<file path="src/rtl/eprom_pkg.sv">
package eprom_pkg;

  // Per-cycle commands from the control FSM to the datapath
  typedef struct packed {
    logic loadAddr;   // take reqAddr into the memory address register
    logic ceOn;       // pull chip select low
    logic oeOn;       // pull output gate low
    logic relStrb;    // raise both strobes
    logic capture;    // register the data bus and pulse the response
  } ctlStrobe_t;

  function automatic int ceilDiv(input int num, input int den);
    return (num + den - 1) / den;
  endfunction

  function automatic int maxInt(input int a, input int b);
    return (a > b) ? a : b;
  endfunction

  // Address (and select) to data time in ns, per speed grade 0..4
  function automatic int gradeAccNs(input int grade);
    case (grade)
      0: return 90;
      1: return 100;
      2: return 120;
      3: return 150;
      default: return 200;
    endcase
  endfunction

  // Output gate to data time in ns
  function automatic int gradeOeNs(input int grade);
    case (grade)
      0: return 40;
      1: return 45;
      2: return 55;
      3: return 65;
      default: return 75;
    endcase
  endfunction

  // Strobe release to bus float time in ns
  function automatic int gradeOffNs(input int grade);
    case (grade)
      0: return 30;
      1: return 30;
      2: return 35;
      3: return 50;
      default: return 55;
    endcase
  endfunction

endpackage

</file>
<file path="src/rtl/eprom_rd_ctrl.sv">
module eprom_rd_ctrl
  import eprom_pkg::*;
#(
  parameter int SAMP_CYC = 5,
  parameter int OE_START = 3,
  parameter int OFF_CYC  = 2,
  parameter int CNT_W    = 3
) (
  input  logic       clk,
  input  logic       rst_n,
  input  logic       reqValid,
  output logic       reqReady,
  output ctlStrobe_t strb
);

  typedef enum logic [1:0] {ST_IDLE, ST_ACCESS, ST_FLOAT} rdState_t;

  rdState_t   state, nState;
  logic [CNT_W-1:0] cnt, nCnt, cntInc;
  logic       pending, nPending;
  logic       accept;

  localparam logic EARLY_OE = (OE_START == 0);

  assign reqReady = (state == ST_IDLE) || ((state == ST_FLOAT) && !pending);
  assign accept   = reqValid && reqReady;
  assign cntInc   = cnt + 1'b1;

  always_comb begin
    strb     = '0;
    nState   = state;
    nCnt     = cnt;
    nPending = pending;
    case (state)
      ST_IDLE: begin
        if (accept) begin
          strb.loadAddr = 1'b1;
          strb.ceOn     = 1'b1;
          strb.oeOn     = EARLY_OE;
          nState        = ST_ACCESS;
          nCnt          = '0;
        end
      end
      ST_ACCESS: begin
        nCnt = cntInc;
        if (!EARLY_OE && (cntInc == CNT_W'(OE_START)))
          strb.oeOn = 1'b1;
        if (cntInc == CNT_W'(SAMP_CYC)) begin
          strb.capture = 1'b1;
          strb.relStrb = 1'b1;
          nState       = ST_FLOAT;
          nCnt         = '0;
        end
      end
      ST_FLOAT: begin
        nCnt = cntInc;
        if (cntInc == CNT_W'(OFF_CYC)) begin
          nCnt = '0;
          if (pending || accept) begin
            strb.loadAddr = accept;
            strb.ceOn     = 1'b1;
            strb.oeOn     = EARLY_OE;
            nPending      = 1'b0;
            nState        = ST_ACCESS;
          end else begin
            nState = ST_IDLE;
          end
        end else if (accept) begin
          strb.loadAddr = 1'b1;
          nPending      = 1'b1;
        end
      end
      default: nState = ST_IDLE;
    endcase
  end

  always_ff @(posedge clk) begin
    if (!rst_n) begin
      state   <= ST_IDLE;
      cnt     <= '0;
      pending <= 1'b0;
    end else begin
      state   <= nState;
      cnt     <= nCnt;
      pending <= nPending;
    end
  end

endmodule

</file>
<file path="src/rtl/eprom_rd_dpath.sv">
module eprom_rd_dpath
  import eprom_pkg::*;
#(
  parameter int ADDR_W = 15,
  parameter int DATA_W = 8
) (
  input  logic              clk,
  input  logic              rst_n,
  input  ctlStrobe_t        strb,
  input  logic [ADDR_W-1:0] reqAddr,
  input  logic [DATA_W-1:0] memData,
  output logic [ADDR_W-1:0] memAddr,
  output logic              memCeN,
  output logic              memOeN,
  output logic [DATA_W-1:0] rspData,
  output logic              rspValid
);

  always_ff @(posedge clk) begin
    if (!rst_n) begin
      memAddr  <= '0;
      memCeN   <= 1'b1;
      memOeN   <= 1'b1;
      rspData  <= '0;
      rspValid <= 1'b0;
    end else begin
      if (strb.loadAddr) memAddr <= reqAddr;
      if (strb.ceOn)         memCeN <= 1'b0;
      else if (strb.relStrb) memCeN <= 1'b1;
      if (strb.oeOn)         memOeN <= 1'b0;
      else if (strb.relStrb) memOeN <= 1'b1;
      if (strb.capture) rspData <= memData;
      rspValid <= strb.capture;
    end
  end

endmodule

</file>
<file path="src/rtl/eprom_read_ctrl.sv">
module eprom_read_ctrl
  import eprom_pkg::*;
#(
  parameter int ADDR_W        = 15,
  parameter int DATA_W        = 8,
  parameter int CLK_PERIOD_NS = 20,
  parameter int SPEED_GRADE   = 0
) (
  input  logic              clk,
  input  logic              rst_n,
  input  logic              reqValid,
  input  logic [ADDR_W-1:0] reqAddr,
  output logic              reqReady,
  output logic              rspValid,
  output logic [DATA_W-1:0] rspData,
  output logic [ADDR_W-1:0] memAddr,
  output logic              memCeN,
  output logic              memOeN,
  input  logic [DATA_W-1:0] memData
);

  localparam int ACC_CYC  = ceilDiv(gradeAccNs(SPEED_GRADE), CLK_PERIOD_NS);
  localparam int OE_CYC   = maxInt(1, ceilDiv(gradeOeNs(SPEED_GRADE), CLK_PERIOD_NS));
  localparam int OFF_CYC  = maxInt(1, ceilDiv(gradeOffNs(SPEED_GRADE), CLK_PERIOD_NS));
  localparam int SAMP_CYC = maxInt(ACC_CYC, OE_CYC);
  localparam int OE_START = SAMP_CYC - OE_CYC;
  localparam int CNT_W    = $clog2(maxInt(SAMP_CYC, OFF_CYC) + 1);

  ctlStrobe_t strb;

  eprom_rd_ctrl #(
    .SAMP_CYC(SAMP_CYC), .OE_START(OE_START), .OFF_CYC(OFF_CYC), .CNT_W(CNT_W)
  ) u_ctrl (
    .clk(clk), .rst_n(rst_n), .reqValid(reqValid), .reqReady(reqReady), .strb(strb)
  );

  eprom_rd_dpath #(.ADDR_W(ADDR_W), .DATA_W(DATA_W)) u_dpath (
    .clk(clk), .rst_n(rst_n), .strb(strb), .reqAddr(reqAddr), .memData(memData),
    .memAddr(memAddr), .memCeN(memCeN), .memOeN(memOeN),
    .rspData(rspData), .rspValid(rspValid)
  );

endmodule

</file>
<file path="config.mk">
export PLATFORM = sky130hd
export DESIGN_NAME = eprom_read_ctrl
export DESIGN_NICKNAME = d
export VERILOG_FILES = /design/src/rtl/eprom_pkg.sv /design/src/rtl/eprom_rd_ctrl.sv /design/src/rtl/eprom_rd_dpath.sv /design/src/rtl/eprom_read_ctrl.sv
export SDC_FILE = /design/constraint.sdc
export NUM_CORES = 1
export LEC_CHECK = 0
export CAP_MARGIN = 30
export CORE_AREA = 2 2 60 62
export CTS_BUF_LIST = sky130_fd_sc_hd__clkbuf_16
export DETAILED_ROUTE_END_ITERATION = 16
export DIE_AREA = 0 0 62 64
export PLACE_DENSITY = 0.85
export SLEW_MARGIN = 20
export SYNTH_ARGS = -nofsm -noshare
export SYNTH_HDL_FRONTEND = slang
export SYNTH_SLANG_ARGS = --single-unit
</file>
<file path="constraint.sdc">
create_clock -name clk -period 2.1 [get_ports clk]
set_input_delay 0.42 -clock clk [delete_from_list [all_inputs] [get_ports clk]]
set_output_delay 0.42 -clock clk [all_outputs]
set_load 0.02 [all_outputs]
</file>
==> impl_metrics.json, run 1 <==
{
  "dr.pass1.iters": 4,
  "syn_nets": 165,
  "final_util": 0.645,
  "fmax_mhz": 500,
  "dpl.hpwl_mm": 2.78,
  "synth_cell_type_count": 31,
  "worstSetupPathType": "reg -> reg",
  "ys_seq_elements": 32,
  "place_ws_ps": 163,
  "layout_commonest_cell": "clkdlybuf4s50_1",
  "grt_pass1_wl_mm": 6.07,
  "worstMarginPinSlew_ps": 637,
  "clkTransAtPathRegs_ps": 50,
  "start_util": 0.415,
  "cts_setup_buffers": 0,
  "hold_path_class": "reg -> reg",
  "die_area_sq_mm": 0.00397,
  "drtIter0Drc": 73,
  "setup_viol": 0,
  "top_layer": "met4",
  "wl_per_cell_um": 16.8,
  "met1_length_mm": 1.47,
  "totalWireLength_mm": 4.01,
  "antenna_found_initial": 0,
  "avgSynthCellArea_sq_um": 10.4,
  "p_leak_nw": 0.887,
  "tns_ps": 0,
  "row_count": 21,
  "gp_congestion": 0.915,
  "finalWorstPathRequiredPeriod_ps": 2000,
  "diodes": 0,
  "cap_violations": 0,
  "yosysSeqAreaShare": 0.470,
  "syn-instance-count": 131,
  "cts_buffer_depth": 2,
  "die_w_um": 62,
  "drc": 0,
  "ios": 53,
  "drive_gt1_frac": 0.0885,
  "crit_fanout": 15,
  "crit_path_start_kind": "register",
  "fin_ws_ps": 99.4,
  "cts_root_buffer": "clkbuf_16",
  "ir_drop_uv": 547,
  "drv_slew": 0,
  "wl_met3_um": 301,
  "via_per_inst": 5.26,
  "post_cts_resized": 1,
  "numCtsBuffers": 5,
  "antenna_left": 0,
  "outcome": "complete, no violations",
  "grt_setup_unrepaired": "false",
  "track_usage": 0.213,
  "final_cell_mix": "clkdlybuf4s50_1 (51), dfxtp_1 (32), nor2_1 (19), mux2i_1 (15)",
  "ctsHtreeMaxLevel": 2,
  "required_ps": 2260,
  "nFillCells": 234,
  "yosysWarningCount": 0,
  "overflow": 0,
  "clock-sinks": 32,
  "hold_viol_final": 0,
  "cp-end-kind": "register",
  "nets": 225,
  "finClkSkew_ps": 2.20,
  "area_delta_synth_final_pct": 55.4,
  "portBuffers": 52,
  "via_count": 1253,
  "cp.arrival_ps": 2160,
  "worstSkewPairLatency_ps": 280,
  "grt_start_max_net_pins": 17,
  "syn_area_sq_mm": 0.00136,
  "grt_pass1_vias": 1277,
  "relSlewSlack": 0.574,
  "coreArea_sq_mm": 0.00328,
  "p_total_mw": 1.71,
  "ctsHoldBuffers": 0,
  "die_h_um": 64,
  "fin_crit_sh": 0.953,
  "met2_length_mm": 2.12,
  "tritoncts": "done",
  "p_per_area_mw_per_mm2": 809
}
## cell type report
type | instances | area [sq um] | area share
inverters | 7 | 26.3 | 0.0124
well taps | 46 | 57.6 | 0.0272
flip-flops and latches | 32 | 641 | 0.303
clock inverters | 3 | 37.5 | 0.0177
repair buffers | 57 | 557 | 0.263
clock buffers | 5 | 125 | 0.0591
multi-input cells | 88 | 673 | 0.318
## Yosys cell counts
master,n,area (sq um)
a31oi_1,1,6.26
xor2_2,1,16.3
nand2_1,2,7.51
o21ai_0,4,20.0
nand3_1,1,5.00
nor3b_1,1,7.51
nor3_1,1,5.00
buf_4,2,15.0
nor4b_1,1,8.76
a32o_2,2,22.5
nand4_1,2,12.5
nor2b_1,4,25.0
a21oi_1,4,20.0
nor4_1,1,6.26
and3_1,3,18.8
a22o_1,8,70.1
o32ai_2,1,16.3
clkbuf_1,2,7.51
mux2i_1,15,150
xnor2_1,1,8.76
o221ai_1,1,8.76
a31oi_2,1,12.5
nor2_1,19,71.3
o21ai_4,1,16.3
ha_1,8,100
and4_1,1,8.76
dfxtp_1,32,641
o32ai_1,1,8.76
o211ai_1,1,7.51
nand2b_1,2,12.5
inv_1,7,26.3
## path summary, 6_finish.rpt
path	from	end	slack [ps]	cells after the start
min	u_dpath.rspData[5]$_SDFFE_PN0P_	u_dpath.rspData[5]$_SDFFE_PN0P_	480	1
max	u_ctrl.state[0]$_SDFFE_PN0P_	u_dpath.memAddr[3]$_SDFFE_PN0P_	100	7
max reg2reg	u_ctrl.state[0]$_SDFFE_PN0P_	u_dpath.memAddr[3]$_SDFFE_PN0P_	100	7
min reg2reg	u_dpath.rspData[5]$_SDFFE_PN0P_	u_dpath.rspData[5]$_SDFFE_PN0P_	480	1
## sequential cells by signal, summed over array words and instances (netlist names)
name	flops
u_dpath.rspData	8
u_dpath.rspValid	1
u_ctrl.cnt	3
u_ctrl.pending	1
u_dpath.memCeN	1
u_ctrl.state	2
u_dpath.memOeN	1
u_dpath.memAddr	15
## cell families after synthesis
logic type	share of synthesized area
AND/OR/NAND/NOR	0.139
flip-flops	0.470
AO/OA/AOI/OAI	0.153
multiplexers	0.110
buffers and inverters	0.0358
adder cells (fa/ha/maj)	0.0735
XOR/XNOR	0.0184
## per-layer routing
metal | vias up | global-route usage
met3 | 14 | 0.0749
met5 | - | 0
met1 | 593 | 0.211
met2 | 62 | 0.378
met4 | 0 | 0.0957
li1 | 584 | -
## power breakdown
group	leakage, nW	internal [mW]	switching, mW
combinational	0.547	0.136	0.128
sequential	0.261	0.635	0.0157
clock	0.0789	0.550	0.249
total	0.887	1.32	0.393
## critical path, cell delays in order, from the launching register on
cell,delay [ps]
dfxtp_1,370
inv_1,90
ha_1,220
buf_4,160
nor2b_1,150
o21ai_4,520
mux2i_1,310
nor2_1,70
## metrics by stage
stage,std cells,instance area [sq um],hold WS (ps)
finish,238,2120,483
global route,238,2120,508
CTS,238,2120,486
detailed placement,230,1960,466
global placement,230,1960,454
floorplan,131,1360,488
(Power assumes the default switching activity.)
==> inputs of run 2 (changes only) <==
--- a/config.mk
+++ b/config.mk
@@ -5,6 +5,7 @@
 export SDC_FILE = /design/constraint.sdc
 export NUM_CORES = 1
 export LEC_CHECK = 0
+export ABC_AREA = 1
 export CAP_MARGIN = 30
 export CORE_AREA = 2 2 60 62
 export CTS_BUF_LIST = sky130_fd_sc_hd__clkbuf_16
==> impl_metrics.json, run 2 <==
{
  "outcome": "complete, no violations",
  "dpl.hpwl_mm": 2.32,
  "grt_start_max_net_pins": 18,
  "tritoncts": "done",
  "finalWorstPathRequiredPeriod_ps": 1950,
  "relSlewSlack": 0.823,
  "ctsHtreeMaxLevel": 2,
  "synth_flop_cell": "dfxtp_1",
  "final_cell_mix": "clkdlybuf4s50_1 (51), nor2_1 (37), dfxtp_1 (32), nand2_1 (29), o21ai_0 (18)",
  "p_per_area_mw_per_mm2": 1170,
  "dr.pass1.iters": 4,
  "start_util": 0.412,
  "required_ps": 1680,
  "ctsHoldBuffers": 0,
  "coreArea_sq_mm": 0.00328,
  "nets": 261,
  "totalWireLength_mm": 3.14,
  "drv_slew": 0,
  "gp_congestion": 0.831,
  "synth_most_common_cell": "nor2_1",
  "yosysWarningCount": 0,
  "overflow": 0,
  "synth.top_cells.by_area": "dfxtp_1 (47%), nor2_1 (10%), nand2_1 (8.0%)",
  "finClkSkew_ps": 1.58,
  "p_total_mw": 2.41,
  "crit_fanout": 5,
  "grt_pass1_wl_mm": 5.13,
  "yosysSeqAreaShare": 0.473,
  "wl_per_cell_um": 11.5,
  "tns_ps": 0,
  "cts_root_buffer": "clkbuf_16",
  "track_usage": 0.175,
  "clkTransAtPathRegs_ps": 50,
  "ios": 53,
  "die_w_um": 62,
  "largest_reg_flops": 15,
  "worstSkewPairLatency_ps": 270,
  "drtIter0Drc": 63,
  "row_count": 21,
  "worstSetupPathType": "reg -> out",
  "hold_path_class": "reg -> reg",
  "portBuffers": 52,
  "yosys.area.top_type": "dfxtp_1",
  "fmax_mhz": 512,
  "worstMarginPinSlew_ps": 265,
  "numCtsBuffers": 5,
  "final_util": 0.626,
  "regMostFlops": "u_dpath.memAddr",
  "die_area_sq_mm": 0.00397,
  "crit_path_start_kind": "register",
  "avgSynthCellArea_sq_um": 7.96,
  "synth-async-reset-ratio": 0,
  "synth_edf_count": 0,
  "ir_drop_uv": 742,
  "via_count": 1281,
  "setup_viol": 0,
  "grt_pass1_vias": 1191,
  "syn-instance-count": 170,
  "drc": 0,
  "cts_buffer_depth": 2,
  "drive_gt1_frac": 0.0702,
  "clock-sinks": 32,
  "syn_area_sq_mm": 0.00135,
  "yosys-top-cells-count": "nor2_1 (37), dfxtp_1 (32), nand2_1 (29)",
  "synth_top_area_share": 0.473,
  "reg_top3": "u_dpath.memAddr x15, u_dpath.rspData x8, u_ctrl.cnt x3",
  "synth_cell_type_count": 23,
  "hold_viol_final": 0,
  "via_per_inst": 4.68,
  "diodes": 0,
  "fin_crit_sh": 0.929,
  "area_delta_synth_final_pct": 51.9,
  "die_h_um": 64,
  "grt_setup_unrepaired": "false",
  "antenna_left": 0,
  "cap_violations": 0,
  "ys_seq_elements": 32,
  "p_leak_nw": 0.867,
  "syn_nets": 204,
  "antenna_found_initial": 0,
  "cp-end-kind": "output port",
  "layout_commonest_cell": "clkdlybuf4s50_1",
  "cp.arrival_ps": 1530
}
[run 2: changes by cell type after synthesis, sizes merged, moves of 4 or more]
cell   previous run  this run
nand2             2        30
nor2             19        38
o21ai             5        19
nor2b             4         0
inv               7        17
nand3             1         5
mux2i            15         0
[run 2: final timing paths]
check	start	to	slack, ps	depth (start not counted)
worst max-delay path	u_ctrl.state[0]$_SDFFE_PN0P_	reqReady	150	5
worst min register to register	u_dpath.memOeN$_SDFFE_PN1P_	u_dpath.memOeN$_SDFFE_PN1P_	470	2
worst max register to register	u_ctrl.state[0]$_SDFFE_PN0P_	u_ctrl.state[0]$_SDFFE_PN0P_	490	10
worst min-delay path	u_dpath.memOeN$_SDFFE_PN1P_	u_dpath.memOeN$_SDFFE_PN1P_	470	2
[run 2: power breakdown]
| part | internal (mW) | switching [mW] |
|---|---|---|
| clock | 0.424 | 0.223 |
| sequential | 0.734 | 0.0717 |
| combinational | 0.401 | 0.557 |
[run 2: final cells by class]
class / instances / area, sq um
Multi-Input combinational cell: 117 / 619
Sequential cell: 32 / 641
Clock buffer: 5 / 125
Timing Repair Buffer: 54 / 534
Clock inverter: 3 / 11.3
Tap cell: 46 / 57.6
Fill cell: 298 / 1230
Inverter: 17 / 68.8
[run 2: worst max-delay path, cell delays in order (launching register included)]
cell	delay, ps
dfxtp_1	390
inv_1	100
ha_1	220
inv_1	130
o21ai_0	90
dlygate4sd2_1	330
[run 2: timing repair]
action | CTS | global route
hold endpoints to repair | 0 | 0
setup buffers | 0 | 0
setup endpoints to repair | 1 | 0
gates resized for setup | 1 | 0
[run 2: cells by family after synthesis]
kind of cell | share of synthesized area
buffers and inverters | 0.0693
DFF | 0.473
adders and majority gates | 0.0739
and+or+nand+nor | 0.234
AOI/OAI and AO/OA | 0.150
[run 2: layer usage]
metal | part of all wire | GRT usage | wire [um] | up-vias
li1 | - | - | - | 661
met1 | 0.43 | 0.193 | 1370 | 577
met2 | 0.47 | 0.289 | 1490 | 37
met3 | 0.076 | 0.0709 | 237 | 6
met4 | 0.015 | 0.0718 | 46 | 0
met5 | 0 | 0 | 0 | -
[run 2: metrics by stage]
stage | std cells | cell area (sq um) | worst slack (ps) | hold WS, ps
finish | 274 | 2060 | 148 | 469
global route | 274 | 2060 | 18.0 | 480
CTS | 274 | 2060 | 158 | 473
detailed placement | 266 | 1920 | 163 | 453
global placement | 266 | 1920 | 212 | 452
floorplan | 170 | 1350 | 530 | 477
==> inputs of run 3 (changes only) <==
--- a/config.mk
+++ b/config.mk
@@ -7,11 +7,11 @@
 export LEC_CHECK = 0
 export ABC_AREA = 1
 export CAP_MARGIN = 30
-export CORE_AREA = 2 2 60 62
+export CORE_AREA = 2 2 62 64
 export CTS_BUF_LIST = sky130_fd_sc_hd__clkbuf_16
 export DETAILED_ROUTE_END_ITERATION = 16
-export DIE_AREA = 0 0 62 64
-export PLACE_DENSITY = 0.85
+export DIE_AREA = 0 0 64 66
+export PLACE_DENSITY = 0.81
 export SLEW_MARGIN = 20
 export SYNTH_ARGS = -nofsm -noshare
 export SYNTH_HDL_FRONTEND = slang
==> impl_metrics.json, run 3 (synthesis gave the netlist of run 2 again) <==
{
  "outcome": "complete, no violations",
  "p_sw_frac": 0.342,
  "cts_setup_buffers": 0,
  "cap_violations": 0,
  "start_util": 0.381,
  "cp.arrival_ps": 1540,
  "tritoncts": "done",
  "setup_viol": 0,
  "cp_common_cell": "inv_1",
  "gp_congestion": 0.829,
  "crit_slowest_cell": "dfxtp_1",
  "final_area_sq_mm": 0.00208,
  "die_area_sq_mm": 0.00422,
  "area_delta_synth_final_pct": 53.6,
  "regMostFlops": "u_dpath.memAddr",
  "max_stage_delay_ps": 380,
  "grt_setup_unrepaired": "false",
  "totalWireLength_mm": 3.06,
  "hold_viol_final": 0,
  "p_sw_mw": 0.874,
  "die_h_um": 66,
  "dp_cells": 267,
  "final_util": 0.586,
  "antenna_found_initial": 0,
  "drc": 0,
  "worstSkewPairLatency_ps": 270,
  "die_w_um": 64,
  "intPower_mw": 1.68,
  "reg_top3": "u_dpath.memAddr x15, u_dpath.rspData x8, u_ctrl.cnt x3",
  "final_cell_mix": "clkdlybuf4s50_1 (51), nor2_1 (37), dfxtp_1 (32), nand2_1 (29), o21ai_0 (18)",
  "p_total_mw": 2.56,
  "finClkSkew_ps": 3.48,
  "worstMarginPinSlew_ps": 283,
  "numCtsBuffers": 5,
  "fin_ws_ps": 138,
  "post_cts_resized": 1,
  "ios": 53,
  "wl_per_cell_um": 11.1,
  "layout_commonest_cell": "clkdlybuf4s50_1",
  "via_count": 1278,
  "crit_fanout": 5,
  "track_usage": 0.154,
  "cts_buffer_depth": 2,
  "cp-end-kind": "output port",
  "worstSetupPathType": "reg -> out",
  "row_count": 22,
  "p_comb_frac": 0.375,
  "fmax_mhz": 510,
  "ir_drop_uv": 578,
  "required_ps": 1680,
  "relSlewSlack": 0.811,
  "crit_path_start_kind": "register",
  "via_per_inst": 4.65,
  "p_leak_nw": 0.873,
  "drtIter0Drc": 63,
  "antenna_left": 0,
  "coreArea_sq_mm": 0.00355,
  "ctsHoldBuffers": 0,
  "hold_path_class": "reg -> reg",
  "drive_gt1_frac": 0.0749,
  "clkTransAtPathRegs_ps": 50,
  "finalWorstPathRequiredPeriod_ps": 1960,
  "overflow": 0,
  "tns_ps": 0,
  "clock-sinks": 32,
  "cts_root_buffer": "clkbuf_16",
  "multi_input_comb_area_sq_um": 619,
  "nFillCells": 314,
  "final_cells": 275,
  "p_per_area_mw_per_mm2": 1230,
  "dpl_cell_area_sq_mm": 0.00192,
  "nets": 260,
  "dr.pass1.iters": 3,
  "p_clk_frac": 0.310,
  "diodes": 0,
  "grt_pass1_wl_mm": 5.03,
  "grt_start_max_net_pins": 18,
  "place_ws_ps": 175,
  "fin_crit_sh": 0.934,
  "grt_pass1_vias": 1173,
  "ctsHtreeMaxLevel": 2,
  "drv_slew": 0,
  "largest_reg_flops": 15,
  "portBuffers": 52,
  "path_cells": "inv_1 > ha_1 > inv_1 > o21ai_0 > dlygate4sd2_1",
  "ff_latch_area_sq_um": 641,
  "dpl.hpwl_mm": 2.16,
  "p_seq_frac": 0.315,
  "holdWs_ps": 461
}
run 3: cell count changes in the layout (fill, tap and decap cells not counted), sizes merged:
cell / change
bufinv: +1
inv: -1
buf: -1
run 3: cell type report:
type                       count  share of cell area
sequential                    32               0.308
multi-input combinational    117               0.298
clock buffer                   5              0.0602
clock inverter                 3              0.0187
timing repair buffer          53               0.253
tap                           48              0.0289
inverter                      17              0.0331
run 3: power by group through the flow:
stage | combinational (mW) | clock, mW | sequential [mW]
after floorplan | 0.514 | 0 | 0.927
after global placement | 0.959 | 0 | 0.810
after detailed placement | 0.968 | 0 | 0.818
after CTS | 0.968 | 0.806 | 0.806
after global routing | 1.06 | 0.837 | 0.823
final | 0.959 | 0.793 | 0.805
run 3: critical path, delay by kind of cell (launching register included):
family / cells / cell delay, ps
buffers and inverters: 3 / 570
adders and majority gates: 1 / 210
AOI/OAI and AO/OA: 1 / 110
DFF: 1 / 380
run 3: worst paths after layout:
check	start	to	slack, ps	depth (start not counted)
worst min register to register	u_dpath.memOeN$_SDFFE_PN1P_	u_dpath.memOeN$_SDFFE_PN1P_	460	2
worst min-delay path	u_dpath.memOeN$_SDFFE_PN1P_	u_dpath.memOeN$_SDFFE_PN1P_	460	2
worst max-delay path	u_ctrl.state[0]$_SDFFE_PN0P_	reqReady	140	5
worst max register to register	u_ctrl.state[0]$_SDFFE_PN0P_	u_ctrl.state[0]$_SDFFE_PN0P_	480	10
run 3: routing by layer:
layer,vias up,routed length [um],global-route usage,part of all wire
met2,33,1460,0.262,0.48
li1,660,-,-,-
met5,-,0,0,0
met3,6,219,0.0630,0.072
met1,579,1320,0.171,0.43
met4,0,52,0.0652,0.017
